File: src/rtl/sar_pkg.sv
package sar_pkg;
  typedef enum logic [1:0] {
    ST_IDLE = 2'd0,
    ST_SRCH = 2'd1,
    ST_DONE = 2'd2
  } sar_state_t;
endpackage

File: src/rtl/sar_limit_bank.sv
module sar_limit_bank #(
  parameter int WMAX   = 8,
  parameter int SW     = 10,
  parameter int NARROW = 3
) (
  input  logic                       clk,
  input  logic                       rst_n,
  input  logic                       wr_en,
  input  logic [$clog2(WMAX)-1:0]    wr_addr,
  input  logic [SW-1:0]              wr_data,
  input  logic [SW-1:0]              sense,
  input  logic                       wide,
  output logic [$clog2(WMAX+1)-1:0]  prec_o,
  output logic [$clog2(WMAX+1)-1:0]  skip_o
);
  localparam int AW = $clog2(WMAX);
  localparam int CW = $clog2(WMAX+1);

  logic [SW-1:0] lim [WMAX];
  logic [WMAX-1:0] below;

  assign prec_o = wide ? CW'(WMAX) : CW'(NARROW);

  for (genvar g = 0; g < WMAX; g++) begin : g_lim
    localparam logic [SW-1:0] INIT = SW'((1 << (SW-1)) >> g);
    always_ff @(posedge clk) begin
      if (!rst_n)
        lim[g] <= INIT;
      else if (wr_en && (wr_addr == AW'(g)))
        lim[g] <= wr_data;
    end
    assign below[g] = (sense < lim[g]) && (CW'(g) < prec_o);
  end

  // highest flagged position wins
  always_comb begin
    skip_o = '0;
    for (int k = 0; k < WMAX; k++)
      if (below[k]) skip_o = CW'(k + 1);
  end
endmodule

File: src/rtl/sar_search.sv
module sar_search #(
  parameter int WMAX = 8
) (
  input  logic                       clk,
  input  logic                       rst_n,
  input  logic                       load,
  input  logic                       step,
  input  logic [$clog2(WMAX+1)-1:0]  prec_i,
  input  logic [$clog2(WMAX+1)-1:0]  skip_i,
  input  logic                       cmp_ge,
  output logic [WMAX-1:0]            trial,
  output logic [WMAX-1:0]            code,
  output logic [$clog2(WMAX+1)-1:0]  cycles,
  output logic                       last
);
  localparam int IW = (WMAX > 1) ? $clog2(WMAX) : 1;
  localparam int CW = $clog2(WMAX+1);

  logic [IW-1:0]   pos;
  logic [WMAX-1:0] probe;
  logic [CW-1:0]   top_pos;

  assign top_pos = prec_i - skip_i - CW'(1);
  assign probe   = WMAX'(1) << pos;
  assign trial   = code | probe;
  assign last    = (pos == '0);

  always_ff @(posedge clk) begin
    if (!rst_n) begin
      code   <= '0;
      pos    <= '0;
      cycles <= '0;
    end else if (load) begin
      code   <= '0;
      pos    <= IW'(top_pos);
      cycles <= '0;
    end else if (step) begin
      if (cmp_ge) code <= code | probe;
      if (!last) pos <= pos - IW'(1);
      cycles <= cycles + CW'(1);
    end
  end
endmodule

File: src/rtl/sparse_sar_ctrl.sv
module sparse_sar_ctrl #(
  parameter int WMAX   = 8,
  parameter int SW     = 10,
  parameter int NARROW = 3
) (
  input  logic                       clk,
  input  logic                       rst_n,
  input  logic                       in_valid,
  output logic                       in_ready,
  input  logic [SW-1:0]              in_sense,
  input  logic                       cfg_wide,
  input  logic                       cfg_we,
  input  logic [$clog2(WMAX)-1:0]    cfg_addr,
  input  logic [SW-1:0]              cfg_data,
  output logic                       dac_en,
  output logic [WMAX-1:0]            dac_code,
  input  logic                       cmp_ge,
  output logic                       res_valid,
  input  logic                       res_ready,
  output logic [WMAX-1:0]            res_code,
  output logic [$clog2(WMAX+1)-1:0]  res_cycles
);
  import sar_pkg::*;
  localparam int CW = $clog2(WMAX+1);

  sar_state_t    state;
  logic          accept;
  logic [CW-1:0] prec_w, skip_w, prec_q;
  logic [WMAX-1:0] trial;
  logic          last;

  assign in_ready  = (state == ST_IDLE);
  assign res_valid = (state == ST_DONE);
  assign dac_en    = (state == ST_SRCH);
  assign accept    = in_valid && in_ready;
  assign dac_code  = dac_en ? trial : '0;

  sar_limit_bank #(.WMAX(WMAX), .SW(SW), .NARROW(NARROW)) u_bank (
    .clk(clk), .rst_n(rst_n),
    .wr_en(cfg_we), .wr_addr(cfg_addr), .wr_data(cfg_data),
    .sense(in_sense), .wide(cfg_wide),
    .prec_o(prec_w), .skip_o(skip_w)
  );

  sar_search #(.WMAX(WMAX)) u_srch (
    .clk(clk), .rst_n(rst_n),
    .load(accept), .step(dac_en),
    .prec_i(prec_w), .skip_i(skip_w),
    .cmp_ge(cmp_ge),
    .trial(trial), .code(res_code), .cycles(res_cycles), .last(last)
  );

  always_ff @(posedge clk) begin
    if (!rst_n) begin
      state  <= ST_IDLE;
      prec_q <= CW'(NARROW);
    end else begin
      unique case (state)
        ST_IDLE: if (accept) begin
          prec_q <= prec_w;
          state  <= (skip_w == prec_w) ? ST_DONE : ST_SRCH;
        end
        ST_SRCH: if (last) state <= ST_DONE;
        ST_DONE: if (res_ready) state <= ST_IDLE;
        default: state <= ST_IDLE;
      endcase
    end
  end
endmodule

File: config.mk
export PLATFORM = sky130hd
export DESIGN_NAME = sparse_sar_ctrl
export DESIGN_NICKNAME = d
export VERILOG_FILES = /design/src/rtl/sar_pkg.sv /design/src/rtl/sar_limit_bank.sv /design/src/rtl/sar_search.sv /design/src/rtl/sparse_sar_ctrl.sv
export SDC_FILE = /design/constraint.sdc
export NUM_CORES = 1
export LEC_CHECK = 0
export ABC_AREA = 0
export BUFFER_PORTS_ARGS = -buffer_cell sky130_fd_sc_hd__buf_2
export CAP_MARGIN = 20
export CORE_UTILIZATION = 45
export CTS_CLUSTER_SIZE = 10
export DETAILED_ROUTE_END_ITERATION = 10
export MAX_ROUTING_LAYER = met4
export PLACE_DENSITY = 0.61
export SYNTH_ARGS = -nofsm -noshare
export SYNTH_HDL_FRONTEND = slang
export SYNTH_SLANG_ARGS = --single-unit
File: constraint.sdc
create_clock -name clk -period 4.45 [get_ports clk]
set_clock_uncertainty 0.15 [all_clocks]
set_input_delay 0.445 -clock clk [delete_from_list [all_inputs] [get_ports clk]]
set_output_delay 0.445 -clock clk [all_outputs]
set_load 0.05 [all_outputs]
==> flow_summary.json <==
{
  "final-max-slew-violation-count": 0,
  "status": "finished clean",
  "synthAdderAreaFrac_pct": 17.4,
  "ys_dominant_reg_cell": "edfxtp_1",
  "power_frac_seq_pct": 45.7,
  "via_per_inst": 5.24,
  "power.internal_mw": 1.67,
  "rows": 41,
  "rsz0062_at_grt": "false",
  "antenna_found_initial": 0,
  "synth_compound_area_share_pct": 11.8,
  "syn_nets": 662,
  "swShare_pct": 28.6,
  "p_switching_mw": 0.671,
  "route.detailed.drc": 0,
  "grt_use_total_pct": 22.8,
  "min_period_over_period_pct": 69.7,
  "clock_power_share_pct": 35.0,
  "cp_max_fo": 5,
  "gr-total-overflow": 0,
  "cts_buffers": 9,
  "ys_warn_count": 0,
  "grt_max_degree": 19,
  "cp-start-kind": "flip-flop",
  "drt_pass1_iterations": 4,
  "area_delta_synth_final_pct": 14.5,
  "ys_seq_area_share_pct": 47.4,
  "wl_met2_mm": 6.63,
  "grt_pass1_wl_mm": 21.4,
  "slew_headroom_pct": 35.1,
  "cts_resized": 0,
  "drv_cap": 0,
  "synth_mux_area_share_pct": 0,
  "diodes": 0,
  "initial_core_util_pct": 46.1,
  "drt_iter0_markers": 206,
  "power_density_nw_per_um2": 354,
  "synth_area_per_cell_um2": 10.5,
  "n_fill_cell": 1167,
  "multi_input_area_um2": 2740,
  "setup_viol": 0,
  "cts.clk_slew.worst_paths_ns": 0.07,
  "irDropWorstVdd_v": 0.000170,
  "final_common_cell": "edfxtp_1",
  "die-area_um2": 13300,
  "m1WireLength_mm": 5.77,
  "core-area_um2": 12600,
  "worstPathArrival_ns": 3.25,
  "preCtsSetupSlack_ns": 1.01,
  "setup_tns_ns": 0,
  "crit_type": "reg -> reg",
  "fmax_mhz": 323,
  "critical_path_required_ns": 4.60,
  "die_width_um": 115,
  "grt_pass1_vias": 4179,
  "clkLatencyLatePin_ns": 0.36,
  "hold_viol": 0,
  "post-cts-setup-buffer-count": 0,
  "min_path_type": "in -> reg",
  "vias": 4176,
  "cts_hold_buf": 0,
  "synth.distinct_cells": 48,
  "worstMarginPinSlew_ns": 0.966,
  "async_reset_ff_share_pct": 0,
  "final_cell_mix": "edfxtp_1, ha_1, inv_1, and2_1, buf_2",
  "drt-wirelength-per-cell_um": 16.5,
  "ff2ff_path_depth": 11,
  "synth-simple-area-share_pct": 17.2,
  "final_area_um2": 6630,
  "seq_area_um2": 2740,
  "placed_cell_area_um2": 6310,
  "synth-edff-count": 80,
  "syn_inst": 552,
  "layout.nets": 730,
  "synth_top_family_by_area": "adder cells",
  "clock-sinks": 97,
  "ant_nets": 0,
  "wl_met3_um": 426,
  "hold_path_depth": 3,
  "cp-end-kind": "flip-flop",
  "synth_xor_area_share_pct": 0.756,
  "ys_seq_elements": 97,
  "cts_tree": "yes",
  "layout-drive-gt1-share_pct": 13.1,
  "fin_crit_ns": 3.10,
  "htree_levels": 3,
  "die_y_um": 115,
  "port_buffers": 52,
  "fin_ws_ns": 1.35,
  "top_layer_used": "met4",
  "ioPinCount": 53,
  "power_leakage_nw": 2.99,
  "totalWireLength_mm": 13.2,
  "dpl.hpwl_mm": 9.99,
  "combPwrFrac_pct": 19.3,
  "cts_buffer_depth": 2,
  "synth_area_um2": 5790,
  "gp_congestion": 0.828,
  "cts_root_buf": "clkbuf_16"
}
-- power groups by stage --
stage / sequential, mW / clock, mW / combinational (mW)
2_1_floorplan: 1.09 / 0 / 0.306
3_3_place_gp: 1.09 / 0 / 0.442
3_5_place_dp: 1.09 / 0 / 0.455
4_1_cts: 1.07 / 0.840 / 0.459
5_1_grt: 1.08 / 0.868 / 0.514
6_report: 1.07 / 0.821 / 0.453
-- flip-flops by register name (all words and copies together) (netlist names) --
| name | cells |
|---|---|
| state | 2 |
| u_bank.lim | 80 |
| u_srch.code | 8 |
| u_srch.cycles | 4 |
| u_srch.pos | 3 |
-- metal layers --
metal,vias up,GRT usage [%]
met5,-,-
met4,0,10.2
met3,23,3.82
met2,73,39.4
met1,2004,25.8
li1,2076,-
-- worst max-delay path, stage by stage (launching register included) --
cell      delay, ns
edfxtp_1       0.32
inv_1          0.04
ha_1           0.28
nand2_1        0.05
o21ai_0        0.30
a221oi_1       0.16
o21ai_0        0.47
a31oi_1        0.19
fa_1           0.45
or3_1          0.38
a31o_1         0.20
nand3_1        0.07
-- metrics by stage --
stage	total power, mW	hold WS (ns)	util, %	std cells
after global routing	2.46	0.215	52.7	797
after CTS	2.37	0.193	52.7	797
after detailed placement	1.55	0.325	50.2	781
after global placement	1.53	0.314	50.2	780
after floorplan	1.40	0.452	-	552
final	2.34	0.203	52.7	797
-- logic make-up (layout without fill, tap and decap cells) --
family | count (synthesis) | count (layout)
AOI/OAI and AO/OA | 104 | 104
xor gates and xnor gates | 5 | 5
adders and majority gates | 80 | 80
buffers and inverters | 83 | 156
DFF | 97 | 97
and+or+nand+nor | 183 | 183
-- Yosys cell counts, types with 6 or more instances --
cell type	number	area [um^2]
edfxtp_1	80	2400
ha_1	79	988
inv_1	77	289
and2_1	72	450
nor2_1	38	143
a21oi_1	33	165
nand2_1	23	86.3
o21ai_0	19	95.1
dfxtp_1	17	340
nand2b_1	13	81.3
a21o_1	10	75.1
a211oi_1	7	52.6
or3_1	7	43.8
nand3_1	6	30.0
-- final timing paths --
kind	slack (ns)	startpoint	endpoint
worst max-delay path	1.35	u_bank.lim[1][12]	u_srch.pos[2]
worst min-delay path	0.20	cmp_ge	u_srch.code[0]
worst max register to register	1.35	u_bank.lim[1][12]	u_srch.pos[2]
worst min register to register	0.34	u_srch.code[4]	u_srch.code[4]
-- final cells by class --
class,instances,area share (%)
flip-flops and latches,97,41.4
multi-input cells,372,41.3
repair buffers,61,4.91
inverters,79,4.47
clock buffers,10,3.78
well taps,172,3.25
clock inverters,6,0.963
No activity file was read; power rests on OpenSTA's default activity.
